### src/rtl/acc_out_pkg.sv
// Package: shared types for the accumulator output selector.
// Assumes a two-state character-write controller.
package acc_out_pkg;

    typedef enum logic [0:0] {
        PC_IDLE = 1'b0,
        PC_WAIT = 1'b1
    } putc_state_e;

endpackage

### src/rtl/acc_out_decode.sv
// Module: acc_out_decode
// Turns an accumulator value into one-hot device selects.
// A nonzero upper field picks a converter channel. Otherwise the next field
// picks a byte port. Purely combinational; assumes DAC_W > BYTE_W.
module acc_out_decode #(
    parameter int ACC_W  = 12,
    parameter int DAC_W  = 10,
    parameter int BYTE_W = 8,
    localparam int SEL_W  = ACC_W - DAC_W,
    localparam int PRT_W  = DAC_W - BYTE_W,
    localparam int N_DAC  = (1 << SEL_W) - 1,
    localparam int N_BYTE = 1 << PRT_W
) (
    input  logic [ACC_W-1:0]  acc_val,
    output logic [N_BYTE-1:0] byte_sel,
    output logic [N_DAC-1:0]  dac_sel
);

    logic [SEL_W-1:0] hi_field;
    logic [PRT_W-1:0] port_field;

    assign hi_field   = acc_val[ACC_W-1:DAC_W];
    assign port_field = acc_val[DAC_W-1:BYTE_W];

    // One compare per converter channel; channel k answers to field value k+1
    for (genvar k = 0; k < N_DAC; k++) begin : g_dac
        assign dac_sel[k] = (hi_field == SEL_W'(k + 1));
    end

    // One compare per byte port; active only when the upper field is zero
    for (genvar d = 0; d < N_BYTE; d++) begin : g_byte
        assign byte_sel[d] = (hi_field == '0) && (port_field == PRT_W'(d));
    end

endmodule

### src/rtl/acc_out_putc_ctl.sv
// Module: acc_out_putc_ctl
// Accepts the two output strobes and decides when a write issues.
// A raw strobe issues at once. A character strobe issues at once if the
// transmitter is idle. Otherwise the value is captured and the block waits,
// with stall high. Character wins when both strobes coincide. Strobes
// arriving during a wait are ignored.
module acc_out_putc_ctl #(
    parameter int ACC_W = 12
) (
    input  logic             clk,
    input  logic             rst_n,
    input  logic [ACC_W-1:0] acc_in,
    input  logic             put_char,
    input  logic             put_raw,
    input  logic             tx_busy,
    output logic             issue,
    output logic [ACC_W-1:0] issue_acc,
    output logic             stall
);
    import acc_out_pkg::*;

    putc_state_e      state_q, state_d;
    logic [ACC_W-1:0] held_q, held_d;

    // Next-state, issue and stall decisions
    always_comb begin
        state_d   = state_q;
        held_d    = held_q;
        issue     = 1'b0;
        issue_acc = acc_in;
        stall     = 1'b0;
        case (state_q)
            PC_IDLE: begin
                if (put_char) begin
                    if (tx_busy) begin
                        stall   = 1'b1;
                        held_d  = acc_in;
                        state_d = PC_WAIT;
                    end else begin
                        issue = 1'b1;
                    end
                end else if (put_raw) begin
                    issue = 1'b1;
                end
            end
            PC_WAIT: begin
                issue_acc = held_q;
                if (tx_busy) begin
                    stall = 1'b1;
                end else begin
                    issue   = 1'b1;
                    state_d = PC_IDLE;
                end
            end
            default: state_d = PC_IDLE;
        endcase
    end

    // State and captured-value registers
    always_ff @(posedge clk) begin
        if (!rst_n) begin
            state_q <= PC_IDLE;
            held_q  <= '0;
        end else begin
            state_q <= state_d;
            held_q  <= held_d;
        end
    end

endmodule

### src/rtl/acc_out_router.sv
// Module: acc_out_router (top)
// Routes accumulator writes to byte ports or converter channels.
// Strobes and data are registered, so a write shows one clock after it
// issues. Each data bus holds its value between writes of its class.
module acc_out_router #(
    parameter int ACC_W  = 12,
    parameter int DAC_W  = 10,
    parameter int BYTE_W = 8,
    localparam int N_DAC  = (1 << (ACC_W - DAC_W)) - 1,
    localparam int N_BYTE = 1 << (DAC_W - BYTE_W)
) (
    input  logic              clk,
    input  logic              rst_n,
    input  logic [ACC_W-1:0]  acc,
    input  logic              put_char,
    input  logic              put_raw,
    input  logic              tx_busy,
    output logic              stall,
    output logic [N_BYTE-1:0] byte_we,
    output logic [BYTE_W-1:0] byte_data,
    output logic [N_DAC-1:0]  dac_we,
    output logic [DAC_W-1:0]  dac_data
);

    logic              issue;
    logic [ACC_W-1:0]  issue_acc;
    logic [N_BYTE-1:0] byte_sel;
    logic [N_DAC-1:0]  dac_sel;

    acc_out_putc_ctl #(.ACC_W(ACC_W)) u_ctl (
        .clk       (clk),
        .rst_n     (rst_n),
        .acc_in    (acc),
        .put_char  (put_char),
        .put_raw   (put_raw),
        .tx_busy   (tx_busy),
        .issue     (issue),
        .issue_acc (issue_acc),
        .stall     (stall)
    );

    acc_out_decode #(.ACC_W(ACC_W), .DAC_W(DAC_W), .BYTE_W(BYTE_W)) u_dec (
        .acc_val  (issue_acc),
        .byte_sel (byte_sel),
        .dac_sel  (dac_sel)
    );

    // Register strobes for one cycle and load the bus of the chosen class
    always_ff @(posedge clk) begin
        if (!rst_n) begin
            byte_we   <= '0;
            dac_we    <= '0;
            byte_data <= '0;
            dac_data  <= '0;
        end else begin
            byte_we <= issue ? byte_sel : '0;
            dac_we  <= issue ? dac_sel  : '0;
            if (issue && (|byte_sel)) byte_data <= issue_acc[BYTE_W-1:0];
            if (issue && (|dac_sel))  dac_data  <= issue_acc[DAC_W-1:0];
        end
    end

endmodule

### config.mk
export PLATFORM = sky130hd
export DESIGN_NAME = acc_out_router
export DESIGN_NICKNAME = d
export VERILOG_FILES = /design/src/rtl/acc_out_pkg.sv /design/src/rtl/acc_out_decode.sv /design/src/rtl/acc_out_putc_ctl.sv /design/src/rtl/acc_out_router.sv
export SDC_FILE = /design/constraint.sdc
export NUM_CORES = 1
export LEC_CHECK = 0
export BUFFER_PORTS_ARGS = -buffer_cell sky130_fd_sc_hd__buf_2
export CELL_PAD_IN_SITES_DETAIL_PLACEMENT = 0
export CELL_PAD_IN_SITES_GLOBAL_PLACEMENT = 2
export CORE_AREA = 5 5 74 93
export DETAILED_ROUTE_END_ITERATION = 16
export DIE_AREA = 0 0 79 98
export PLACE_DENSITY_LB_ADDON = 0.1
export SYNTH_ARGS = -nofsm -noshare
export SYNTH_HDL_FRONTEND = slang
export SYNTH_SLANG_ARGS = --single-unit
### constraint.sdc
create_clock -name clk -period 1.2 [get_ports clk]
set_input_delay 0 -clock clk [delete_from_list [all_inputs] [get_ports clk]]
set_output_delay 0 -clock clk [all_outputs]
set_load 0.01 [all_outputs]
== Yosys cells after proc, flatten, opt, wreduce, memory -nomap -nowiden ==
Cells that the tools add are included.

* Bitwise logic cells: 1
* Reductions and logical operators: 12
* Muxes and demuxes: 8
* Equality and inequality tests: 6

{| class="wikitable"
|+ Operators with widths
! cell !! number
|-
| $mux W12 || 1
|-
| $eq A2 B2 Y1 const B || 4
|-
| $logic_and A1 B1 Y1 || 6
|-
| $mux W1 || 5
|-
| $eq A2 B1 Y1 const B || 2
|-
| $logic_not A2 Y1 || 2
|-
| $pmux W1 S2 || 2
|-
| $reduce_or A4 Y1 || 1
|-
| $reduce_and A3 Y1 || 1
|-
| $reduce_or A3 Y1 || 1
|-
| $reduce_and A2 Y1 || 1
|-
| $not A1 Y1 || 1
|}

* Output and inout port bits: 26
* Logic and storage cells: 33
* Register bits after elaboration: 38

== Logic depth before layout (Yosys ltp) ==
Gate-level depths: netlist of the first run.

* Depth after elaboration: 5
* Mapped depth: 5
* Depth with buffers taken out: 4

== Cells and area by module ==
Synthesis of the first run repeated with hierarchy kept, for this count alone.

* Cell total of the unflattened synthesis: 164
* Area, all modules: 1631.6 um2

{| class="wikitable"
|+ By module, submodules not included
! module !! sequential area each (um2) !! cells an instance !! area each (um2) !! instances
|-
| acc_out_router || 500.5 || 85 || 904.6 || 1
|-
| acc_out_putc_ctl || 260.2 || 72 || 670.6 || 1
|-
| acc_out_decode || 0.0 || 7 || 56.3 || 1
|}

== Worst setup path before layout of the first run ==
OpenSTA, ideal clock, no wires.

* Path type: register -> register
* From: register u_ctl.state_q
* To: register dac_data[1]
* Setup time: 72 ps
* Arrival: 1268 ps
* Data required time: 1128 ps
* Setup slack: -140 ps
* Cell stages (with the launch flop): 6
* Clock period less this slack: 1340 ps
* Cell sequence: dfxtp_1 > o21ai_4 > inv_2 > nor4b_4 > buf_6 > mux2i_1

* Word-level cells in the longest chain between the ends: 4

{| class="wikitable"
|+ Ends and longest elaborated chain
! what !! line !! text
|-
| start: declaration || acc_out_putc_ctl.sv:22 || <nowiki>putc_state_e state_q, state_d;</nowiki>
|-
| start signal: assignment || acc_out_putc_ctl.sv:65 || <nowiki>state_q <= state_d;</nowiki>
|-
| $mux W12 || acc_out_putc_ctl.sv:32 || <nowiki>case (state_q)</nowiki>
|-
| $eq A2 B1 Y1 / $eq A2 B2 Y1 (equally long branches) || acc_out_decode.sv:27 || <nowiki>assign dac_sel[k] = (hi_field == SEL_W'(k + 1));</nowiki>
|-
| $reduce_or A3 Y1 || acc_out_router.sv:59 || <nowiki>if (issue && (|dac_sel)) dac_data <= issue_acc[DAC_W-1:0];</nowiki>
|-
| $logic_and A1 B1 Y1 || acc_out_router.sv:59 ||
|-
| end signal: assignment || acc_out_router.sv:59 ||
|-
| end: declaration || acc_out_router.sv:22 || <nowiki>output logic [DAC_W-1:0] dac_data</nowiki>
|}

Several ways; a longest one is shown, not always the timed one.
A chain may end at the register's enable or synchronous reset.

== Worst setup path in the final report of the first run ==
* From: register u_ctl.state_q
* To: register byte_data[4]

* Word-level cells in the longest chain between the ends: 5

{| class="wikitable"
|+ Ends and longest elaborated chain
! what !! line !! text
|-
| $mux W12 || acc_out_putc_ctl.sv:32 ||
|-
| $eq A2 B1 Y1 (tied with other cells) || acc_out_decode.sv:32 || <nowiki>assign byte_sel[d] = (hi_field == '0) && (port_field == PRT_W'(d));</nowiki>
|-
| $logic_and A1 B1 Y1 || acc_out_decode.sv:32 ||
|-
| $reduce_or A4 Y1 || acc_out_router.sv:58 || <nowiki>if (issue && (|byte_sel)) byte_data <= issue_acc[BYTE_W-1:0];</nowiki>
|-
| $logic_and A1 B1 Y1 || acc_out_router.sv:58 ||
|-
| end signal: assignment || acc_out_router.sv:58 ||
|-
| end: declaration || acc_out_router.sv:20 || <nowiki>output logic [BYTE_W-1:0] byte_data,</nowiki>
|}

Several ways; a longest one is shown, not always the timed one.

==> run summary, run 1 <==
Worst setup EP type - flop
Clk network pwr share - 32.7%
Maximum vdd drop - 644 uV
Comb pwr share - 18.0%
Worst Skew - 0.00348 ns
Syn Nets - 172
Clock transition at path regs - 0.07 ns
Slowest stage delay, CP - 0.40 ns
Cells after DPL - 270
CP max FO - 8
Util after Layout - 38.0%
TritonCTS clock tree - yes
Static Leak - 0.00107 uW
Hold path depth - 3
Internal reg-to-reg setup slack - -0.14 ns
Crit-path cells - nor3b_4 > buf_6 > o211ai_4 > buf_12 > mux2i_1
Synth cell types - 25
Met1 Wirelength - 1.65 mm
Status - complete, but fails checks
Final worst slack - -0.144 ns
Worst Setup SP - u_ctl.state_q
DP HPWL - 2.87 mm
Hold wc startpoint - acc[8]
GPL Wtd Cong - 0.709
Reg2reg end - byte_data[4]
Initial antenna violation count - 0
Mapped Area - 1650 um^2
Worst path required time - 1.37 ns
Synth top area share - 46.1%
Failing checks - setup timing
Total GRT Usage - 10.5%
Crit path kind - flop to flop
Die area - 7740 um^2
Initial Util - 27.6%
Final non-filler cell total - 290
RSZ-0062 raised after global routing - true
Die outline width - 79 um
Reg2Reg Launch Point - u_ctl.state_q
Initial DRC count - 12
Routed vias/inst - 4.48
Clock Sink Count - 38
CTS H-Tree Depth - 2
Routed length on met3 - 188 um
Mapped Avg Cell Area - 10.6 um^2
Tmin final - 1.34 ns
Largest net degree at the start of global routing - 28
WL final - 3.92 mm
Worst-Skew Late Latency - 0.28 ns
Grt ovf - 0
CTS max path bufs - 2
Power per cell area - 1220 nW/um^2
Relative slew slack - 78.8%
Sw frac - 25.8%
Post-Syn Instances - 155
Slowest cell on the critical path - dfxtp_4
Area Growth Syn to Fin - 37.3%
Routed met2 length - 2.01 mm
Flop pwr share - 49.3%
Most common cell after layout, fill and taps aside - buf_2
Number of max-cap violations - 0
Root Driver - clkbuf_8
Number of global-route vias before repair - 1291
Die Y - 98 um
Top Metal Used - met4
NetSw - 714 uW
Row cnt - 32
Antenna violation net count after detailed routing - 0
YS warnings - 0
Drt first pass iters - 4
Pint - 2060 uW
Yosys top cell by area - dfxtp_1
Total number of vias - 1298
Drt wl/cell - 13.5 um
Most frequent cells in the layout - 41 x buf_2, 37 x dfxtp_1, 31 x mux2i_1
Core Area - 5970 um^2
Ranking of synthesized cells by area - dfxtp_1 46%, mux2i_1 19%, mux2_2 6.8%, nand2_1 6.4%, nor2b_1 4.6%
Seq/Total Area, Yosys - 46.1%
Period utilization - 112%
Hold crit path type - input port to flop
First-pass GRT wire length - 6.32 mm
Post-route DRC violation count - 0
Layout Nets - 238
Final hold vios - 0
Setup violators final - 33
CTS Buf Count - 5
Ports - 43
Layout cells sized above 1 - 40.1%
Reg2Reg Depth - 5
Worst-Margin Slew - 0.317 ns
Slew Viols, Final - 0
N_diodes - 0
Seq cells post-synth - 38
Min-Delay Endpoint - u_ctl.held_q[8]
CP startpoint kind - flop
Number of I/O port buffers - 42
CP arrival - 1.52 ns
Peak Freq - 744 MHz
## cells by family (layout without fill, tap and decap cells)
kind of cell,Yosys count,in the layout,synth area share (%)
buf+inv,12,79,4.10
compound gates,6,6,3.87
simple gates,57,57,19.7
mux,42,42,26.3
flops,38,38,46.1
## sequential cells by signal (all words and copies together), names as in the netlist
name,count
u_ctl.held_q,12
byte_we,4
dac_data,10
byte_data,8
dac_we,3
u_ctl.state_q,1
## per-stage QoR
stage	cell area, um^2	worst slack [ns]	total power [uW]	TNS (ns)	hold slack [ns]
2_1_floorplan	1660	-0.0514	1670	-0.513	0.132
4_1_cts	2220	-0.146	2810	-2.99	0.00821
3_5_place_dp	2000	-0.155	1840	-3.44	0.279
3_3_place_gp	2000	-0.107	1840	-2.48	0.268
6_report	2260	-0.144	2770	-2.86	0.0168
5_1_grt	2260	-0.214	2920	-5.58	0.0117
## cell usage after synthesis, drive strengths merged
master   number
or3           1
nand3         2
nand2        28
a21oi         1
buf           4
o211ai        1
nand3b        2
a31oi         2
mux2i        32
o2111ai       1
nor4b         1
and2          1
nor3b         3
clkbuf        5
dfxtp        38
mux2         10
inv           3
nor2b        12
nor3          5
o21ai         1
nor2          2
## power groups by stage
stage | logic (uW) | registers, uW | clock network, uW
after detailed placement | 446 | 1400 | 0
after CTS | 491 | 1370 | 955
after global routing | 545 | 1370 | 1000
after global placement | 444 | 1390 | 0
final | 498 | 1370 | 907
after floorplan | 259 | 1420 | 0
## critical path: cells and delay by family (launching register included)
| kind | cells | cell delay, ns |
|---|---|---|
| AO/OA/AOI/OAI | 1 | 0.08 |
| buffers and inverters | 2 | 0.31 |
| flip-flops | 1 | 0.40 |
| multiplexers | 1 | 0.12 |
| AND/OR/NAND/NOR | 1 | 0.32 |
## routing by layer
| layer | vias to the layer above | GRT usage [%] |
|---|---|---|
| met5 | - | 0 |
| met4 | 0 | 3.97 |
| met3 | 6 | 3.41 |
| met2 | 29 | 18.2 |
| met1 | 605 | 11.9 |
| li1 | 658 | - |
## final cells by class
type,count,area [um^2]
Multi-Input combinational cell,105,846
Clock inverter,1,5.00
Sequential cell,38,764
Timing Repair Buffer,68,467
Clock buffer,7,86.3
Tap cell,68,85.1
Fill cell,619,3700
Inverter,3,11.3
## worst max-delay path by stage
stage | end | cells after the start
after floorplan | dac_data[1] | 5
after global placement | byte_data[4] | 3
after detailed placement | dac_data[7] | 4
after CTS | dac_data[2] | 4
after global routing | dac_data[7] | 5
final | byte_data[4] | 5
## timing repair
action,CTS,global route
resized for setup,5,6
pin swaps,1,1
setup buffers,2,3
hold buffers,8,0
setup endpoints to repair,34,35
endpoints found under the hold margin,8,0
gates cloned,0,0
Note: power is estimated with default switching activity, not from simulation.
==> inputs of run 2 (changes only) <==
--- a/config.mk
+++ b/config.mk
@@ -12,6 +12,7 @@
 export DETAILED_ROUTE_END_ITERATION = 16
 export DIE_AREA = 0 0 79 98
 export PLACE_DENSITY_LB_ADDON = 0.1
+export REMOVE_ABC_BUFFERS = 1
 export SYNTH_ARGS = -nofsm -noshare
 export SYNTH_HDL_FRONTEND = slang
 export SYNTH_SLANG_ARGS = --single-unit
==> run 2 against run 1 <==
  * The flow still finishes with violations (setup timing)
  * Non-clock buffer count is 4 lower
  * Setup slack lost 0.071 ns
  * Critical path depth is the same
  * Count of clock-buffer cells in the layout is 1 lower
  * Register-to-register slack worse by 0.07 ns
  * Critical path type unchanged
==> run summary, run 2 (synthesis gave the netlist of run 1 again) <==
Root Driver - clkbuf_8
Total GRT Usage - 10.6%
Number of I/O port buffers - 42
Antenna violation net count after detailed routing - 0
Most common cell after layout, fill and taps aside - buf_2
Largest register FFs - 12
DP HPWL - 2.94 mm
Initial Util - 27.6%
Most frequent cells in the layout - 42 x buf_2, 37 x dfxtp_1, 32 x mux2i_1
Maximum vdd drop - 485 uV
Drt wl/cell - 13.7 um
Slew Viols, Final - 0
CP arrival - 1.62 ns
Clock transition at path regs - 0.08 ns
Routed vias/inst - 4.49
Clock Sink Count - 38
CTS H-Tree Depth - 2
Most flop-heavy register - u_ctl.held_q
First-pass GRT wire length - 6.44 mm
Power per cell area - 1230 nW/um^2
Die Y - 98 um
Multi-input gate area - 835 um^2
Layout Nets - 234
CTS Buf Count - 5
Die area - 7740 um^2
Static Leak - 0.00104 uW
FILL cells - 609
Number of global-route vias before repair - 1301
Final hold vios - 0
Initial antenna violation count - 0
CP startpoint kind - flop
Die outline width - 79 um
Hold crit path type - input port to flop
RSZ-0062 raised after global routing - true
Crit path kind - flop to flop
Status - complete, but fails checks
Failing checks - setup timing
Final worst slack - -0.215 ns
Slowest cell on the critical path - dfxtp_2
Largest registers - u_ctl.held_q x12, dac_data x10, byte_data x8
Area Growth Syn to Fin - 32.6%
Util after Layout - 36.7%
Row cnt - 32
Total number of vias - 1276
N_diodes - 0
Slowest stage delay, CP - 0.35 ns
Drt first pass iters - 3
Tmin final - 1.41 ns
Worst path required time - 1.41 ns
Largest net degree at the start of global routing - 18
Worst Skew - 0.00854 ns
Relative slew slack - 69.1%
Peak Freq - 707 MHz
Worst-Skew Late Latency - 0.29 ns
WL final - 3.90 mm
Internal reg-to-reg setup slack - -0.21 ns
CP max FO - 5
Post-CTS Setup Inserts - 0
Most used cell, CP - buf_4
Worst setup EP type - flop
Initial DRC count - 38
Worst-Margin Slew - 0.461 ns
Core Area - 5970 um^2
Post-route DRC violation count - 0
Number of max-cap violations - 0
GPL Wtd Cong - 0.716
Ports - 43
Storage cell area - 762 um^2
Setup violators final - 34
Layout cells sized above 1 - 38.4%
CTS max path bufs - 2
Crit-path cells - nor3b_4 > buf_4 > nor4b_4 > buf_4 > mux2i_1
Worst slack, placed - -0.285 ns
Grt ovf - 0
Period utilization - 118%
TritonCTS clock tree - yes
==> run 2: timing repair <==
item                                   4_1_cts  5_1_grt
setup endpoints to repair                   36       37
hold buffers                                 8        0
endpoints found under the hold margin        8        0
resized for setup                            4        1
pin swaps                                    2        1
==> run 2: critical path: cells and delay by family (launching register included) <==
kind / cells / cell delay [ns]
flops: 1 / 0.35
simple gates: 2 / 0.45
buf+inv: 2 / 0.34
mux: 1 / 0.19
==> run 2: final timing paths <==
kind | depth (start not counted) | to | from
worst max-delay path | 5 | dac_data[4] | u_ctl.state_q
worst min register to register | 2 | byte_data[7] | byte_data[7]
worst min-delay path | 3 | u_ctl.held_q[9] | acc[9]
worst max register to register | 5 | dac_data[4] | u_ctl.state_q
==> run 2: per-stage QoR <==
| step | area (um^2) | hold WS, ns | cells | setup TNS (ns) | total power, uW |
|---|---|---|---|---|---|
| 4_1_cts | 2180 | 0.00622 | 284 | -4.74 | 2750 |
| 3_5_place_dp | 2010 | 0.279 | 270 | -5.92 | 1840 |
| 6_report | 2190 | 0.00950 | 284 | -4.13 | 2690 |
| 2_1_floorplan | 1590 | 0.122 | 146 | -20.87 | 1640 |
| 3_3_place_gp | 2010 | 0.268 | 270 | -4.08 | 1840 |
| 5_1_grt | 2190 | 0.0223 | 284 | -7.24 | 2840 |
==> run 2: routing by layer <==
metal / global-route usage, % / share of wire (%) / vias to the layer above
li1: - / - / 649
met1: 13.4 / 44 / 594
met2: 17.1 / 50 / 29
met3: 3.04 / 4.3 / 4
met4: 3.97 / 1.4 / 0
met5: 0 / 0 / -
==> run 2: final cells by class <==
type                       instances  area share [%]
clock buffer                       6            3.78
inverter                           3           0.515
multi-input combinational        105            38.2
sequential                        38            34.8
tap                               68            3.89
timing repair buffer              64            18.8
==> run 2: power by group <==
| part | total, uW | leakage (uW) | internal [uW] | switching, uW |
|---|---|---|---|---|
| logic | 462 | 0.000689 | 237 | 225 |
| clock network | 863 | 0.0000431 | 443 | 420 |
| registers | 1370 | 0.000311 | 1330 | 38.3 |
| total | 2690 | 0.00104 | 2010 | 683 |
